File: config.mk
export PLATFORM = sky130hd
export DESIGN_NAME = pgw_verdict_reg
export DESIGN_NICKNAME = d
export VERILOG_FILES = /design/src/rtl/pgw_pkg.sv /design/src/rtl/pgw_verdict_reg.sv
export SDC_FILE = /design/constraint.sdc
export NUM_CORES = 1
export LEC_CHECK = 0
export BUFFER_PORTS_ARGS = -buffer_cell sky130_fd_sc_hd__buf_2
export CAP_MARGIN = 25
export CORE_AREA = 3 3 40 42
export DETAILED_ROUTE_END_ITERATION = 16
export DIE_AREA = 0 0 43 45
export GPL_ROUTABILITY_DRIVEN = 0
export PLACE_DENSITY_LB_ADDON = 0.05
export SETUP_SLACK_MARGIN = 0.3
export SLEW_MARGIN = 20
export SYNTH_ARGS = -nofsm -noshare
export SYNTH_HDL_FRONTEND = slang
export SYNTH_SLANG_ARGS = --single-unit
File: constraint.sdc
create_clock -name clk -period 1.4 [get_ports clk]
set_clock_uncertainty 0.15 [all_clocks]
set_input_delay 0.21 -clock clk [delete_from_list [all_inputs] [get_ports clk]]
set_output_delay 0.21 -clock clk [all_outputs]
set_load 0.005 [all_outputs]
File: src/rtl/pgw_pkg.sv
package pgw_pkg;

  localparam int ACC_W   = 2;
  localparam int CAUSE_W = 3;

  typedef enum logic [ACC_W-1:0] {
    ACC_RD     = 2'b00,
    ACC_SWWR   = 2'b01,
    ACC_WALKWR = 2'b10,
    ACC_FETCH  = 2'b11
  } acc_e;

  typedef enum logic [CAUSE_W-1:0] {
    CZ_NONE  = 3'd0,
    CZ_READ  = 3'd1,
    CZ_WRITE = 3'd2,
    CZ_EXEC  = 3'd3,
    CZ_PATH  = 3'd4
  } cause_e;

endpackage

File: src/rtl/pgw_verdict_reg.sv
module pgw_verdict_reg
  import pgw_pkg::*;
(
  input  logic   clk,
  input  logic   rst_n,
  input  logic   step_en_i,
  input  logic   final_i,
  input  logic   vfy_i,
  input  logic   en_vfy_i,
  input  logic   path_use_i,
  input  cause_e perm_cause_i,
  output logic   valid_o,
  output logic   allow_o,
  output cause_e cause_o
);

  logic   path_fail;
  logic   valid_d;
  logic   allow_d;
  cause_e cause_d;

  assign path_fail = final_i & vfy_i & en_vfy_i & ~path_use_i;

  always_comb begin
    valid_d = step_en_i;
    allow_d = allow_o;
    cause_d = cause_o;
    if (step_en_i) begin
      cause_d = path_fail ? CZ_PATH : perm_cause_i;
      allow_d = (cause_d == CZ_NONE);
    end
  end

  always_ff @(posedge clk or negedge rst_n) begin
    if (!rst_n) begin
      valid_o <= 1'b0;
      allow_o <= 1'b0;
      cause_o <= CZ_NONE;
    end else begin
      valid_o <= valid_d;
      allow_o <= allow_d;
      cause_o <= cause_d;
    end
  end

endmodule

# --- Word level (Yosys, flattened, before mapping) ---
# Index checks and enable logic that the tools add are counted.
classes:
  multipliers: 0
  n_reduce_logical: 1
  n_div: 0
  shift: 0
  add_sub_neg: 0
  n_mux: 1
  n_lt_le_gt_ge: 0
  eq_ne: 0
  bitwise: 4
ops:
  columns: ["op", "count"]
  rows:
  - ["$and 1x1->1", 3]
  - ["$logic_not 3->1", 1]
  - ["$mux 3", 1]
  - ["$not 1->1", 1]
totals:
  input_bits: 10
  memories: 0
  out_inout_bits: 5
  latch_bits: 0
  elab_cells: 9
  mem_bits_ro: 0
  mem_bits_rw: 0
  reg_bits: 5

# --- Logic depth before layout (Yosys ltp) ---
logic_depth:
  ltp_word: 5
  mapped_depth: 2
  mapped_depth_nobuf: 2

# --- Worst setup path before layout ---
# OpenSTA, ideal clock, no wires.
synth_path:
  path_type: "input -> register"
  start: "in final_i"
  end: "reg allow_o"
  t_arrival_ns: 0.651
  stages: 2
  slack_ns: 0.495
  n_path_buf: 0
  t_required_ns: 1.146
  setup_ns: 0.104
  path_cell_list: "and4b_4 o41ai_2"
synth_between:
  elab_chain_len: 5
synth_rtl:
  columns: ["item", "line_no", "text"]
  rows:
  - ["start, declared", "pgw_verdict_reg.sv:7", "input logic final_i,"]
  - ["$and 1x1->1 (3 in series)", "pgw_verdict_reg.sv:22", "assign path_fail = final_i & vfy_i & en_vfy_i & ~path_use_i;"]
  - ["$mux 3", "pgw_verdict_reg.sv:29", "cause_d = path_fail ? CZ_PATH : perm_cause_i;"]
  - ["$logic_not 3->1", "pgw_verdict_reg.sv:30", "allow_d = (cause_d == CZ_NONE);"]
  - ["end signal, assigned", "pgw_verdict_reg.sv:41", "allow_o <= allow_d;"]
  - ["end, declared", "pgw_verdict_reg.sv:13", "output logic allow_o,"]
# No other way between the ends.
# A chain may end at the register's enable or synchronous reset.

# --- Final worst setup path ---
layout_path:
  start: "reg allow_o"
  end: "out allow_o"
# No word-level cell between the ends.

==> reports/results.ini <==
[die]
die_x_um = 43
rows = 13
initial_utilization = 0.160
ios = 15
dieArea_sq_um = 1940
core_sq_um = 1280
die_h_um = 45

[placed_design]
dpl_cell_area_sq_um = 294
port_buffers = 14
hpwl_um = 422

[critical_path]
worstPathCellList = buf_2
end_kind = output port
cp-startpoint = allow_o$_DFFE_PN0P_
cp_max_fo = 2
rr_endpoint = cause_o[1]$_DFFE_PN0P_
r2r_slack_ns = 0.40
start_kind = flip-flop
critPathArrivalTime_ns = 0.74
rr_worst_depth = 4
crit_buf_inv = 1
worstSetupEndpoint = allow_o
cpLargestDelayFamily = flip-flops
slowest_delay_ns = 0.37
critical_path_class = flip-flop to output port
crit_cells = 1
cpMaxStageDelayCell = dfrtp_1
rr_startpoint = cause_o[1]$_DFFE_PN0P_
required_ns = 1.04

[timing]
rsz0062_at_grt = yes
clock.fmax_ghz = 0.912
fin_crit_sh = 0.783
slew_headroom = 0.851
finalCriticalPeriod_ns = 1.10
setup_tns_ns = 0
finalSetupViolCount = 0
finalHoldViolCount = 0
slew_violations = 0
worstMarginPinSlew_ns = 0.221

[layout]
fillerInstances = 139
diodes = 0
synthToLayoutAreaGrowth_pct = 68.3
final_area_sq_um = 345
layout-drive-gt1-share = 0.595
layout.nets = 48

[power]
p_seq_frac = 0.417
irDropWorstVdd_mv = 0.396
p_switching_uw = 87.4
p_int_uw = 299
sw_frac_of_total = 0.226
p_per_area_nw_per_um2 = 1120
leakage_uw = 0.000180
clkPwrFrac = 0.432
combPwrFrac = 0.151

[cts]
cts_buffer_depth = 2
cts_resized = 0
clkTransAtPathRegs_ns = 0.04
cts_buffers = 3
cts_tree = built
insertion_delay_ns = 0.24
h-tree-depth = 1
cts_sinks = 5
cts-root-buf = clkbuf_4

[grt]
grt_max_degree = 9
antenna_found_initial = 0
overflow = 0
grt_usage = 0.0679
grt_pass1_wl_um = 834
first_global_vias = 185

[drt]
wire_per_inst_um = 10.3
routed_via_density = 3.96
drt-pass1-iter-count = 3
wirelength_um = 534
route.antenna.remaining_nets = 0
drt_iter0_drc = 2
drc_errors = 0
num_vias = 206

[synthesis]
yosys.area.top_type = dfrtp_1
syn_nets = 26
synth_cells = 16
synth_top_cells_by_area = dfrtp_1 61%, o41ai_2 7.9%, and4b_4 6.7%
ys_seq_elements = 5
ys_types = 8
synth_top_area_share = 0.610
netlist_area_sq_um = 205
yosysWarnings = 0
yosysSeqAreaShare = 0.610
syn-mean-instance-area_sq_um = 12.8

[status]
status = completed

[worst_hold_path]
holdCritStartpoint = step_en_i
min_path_type = primary input to flip-flop

[job]
cap_violations = 0

-- timing repair --
item / in CTS / in global routing
endpoints found under the setup margin: 3 / 4
pin swaps: 0 / 0
buffers inserted: 1 / 1
hold buffers: 1 / 0
endpoints found under the hold margin: 5 / 0
-- worst min path at each step --
stage / endpoint / cells after the start / slack, ns
CTS: valid_o$_DFF_PN0_ / 1 / 0.01
global placement: cause_o[0]$_DFFE_PN0P_ / 1 / -0.11
floorplan: allow_o$_DFFE_PN0P_ / 0 / -0.24
global route: valid_o$_DFF_PN0_ / 1 / 0.02
finish: valid_o$_DFF_PN0_ / 1 / 0.02
detailed placement: valid_o$_DFF_PN0_ / 1 / -0.12
-- power groups by stage --
stage / Combinational, uW / Sequential, uW / Clock [uW]
finish: 58.2 / 161 / 167
global route: 65.2 / 162 / 184
CTS: 55.6 / 161 / 173
detailed placement: 49.3 / 163 / 0
global placement: 50.0 / 163 / 0
floorplan: 15.3 / 165 / 0
-- layout by cell type, fill, tap and decap left out --
| cell | n |
|---|---|
| buf_2 | 14 |
| dfrtp_1 | 5 |
| clkbuf_4 | 3 |
| inv_1 | 2 |
| nand2_1 | 2 |
| o22ai_1 | 2 |
| nand2b_1 | 2 |
| buf_4 | 2 |
| and4b_4 | 1 |
| o41ai_2 | 1 |
| o22a_2 | 1 |
| clkbuf_1 | 1 |
| dlygate4sd3_1 | 1 |
-- registers in the layout, indices dropped and copies added (netlist names) --
name     cells
cause_o      3
valid_o      1
allow_o      1
-- Yosys cell counts (all sizes together) --
library cell and number:
and4b 1, nand2 2, dfrtp 5, inv 2, o22a 1, o22ai 2, o41ai 1, nand2b 2
-- cells by family (layout without fill, tap and decap cells) --
| kind of cell | count (synthesis) | count (layout) | synth area share |
|---|---|---|---|
| AND/OR/NAND/NOR | 5 | 5 | 0.165 |
| buffers and inverters | 2 | 23 | 0.0366 |
| AO/OA/AOI/OAI | 4 | 4 | 0.189 |
| flip-flops | 5 | 5 | 0.610 |
-- routing by layer --
layer / vias up / wire length, um / track usage / share of wire
met5: - / 0 / 0 / 0
met4: 0 / 0 / 0.0542 / 0
met3: 0 / 78 / 0.0677 / 0.15
met2: 13 / 226 / 0.0808 / 0.42
met1: 93 / 229 / 0.0688 / 0.43
li1: 100 / - / - / -
-- final cells by class --
cell class / count / area, sq um / area share
Sequential cell: 5 / 125 / 0.362
Timing Repair Buffer: 17 / 95.1 / 0.275
Multi-Input combinational cell: 9 / 72.6 / 0.210
Clock buffer: 4 / 26.3 / 0.0761
Tap cell: 15 / 18.8 / 0.0543
Inverter: 2 / 7.51 / 0.0217
-- metrics by stage --
step            util  hold WS (ns)  total power, uW  worst slack (ns)  std cells
6_report       0.269        0.0210              386             0.303         52
5_1_grt        0.269        0.0156              411             0.253         52
4_1_cts        0.263        0.0146              390             0.294         51
3_5_place_dp   0.229        -0.115              213             0.348         45
3_3_place_gp   0.229        -0.114              213             0.347         45
2_1_floorplan      -        -0.236              180             0.495         16
(Power assumes the default switching activity.)
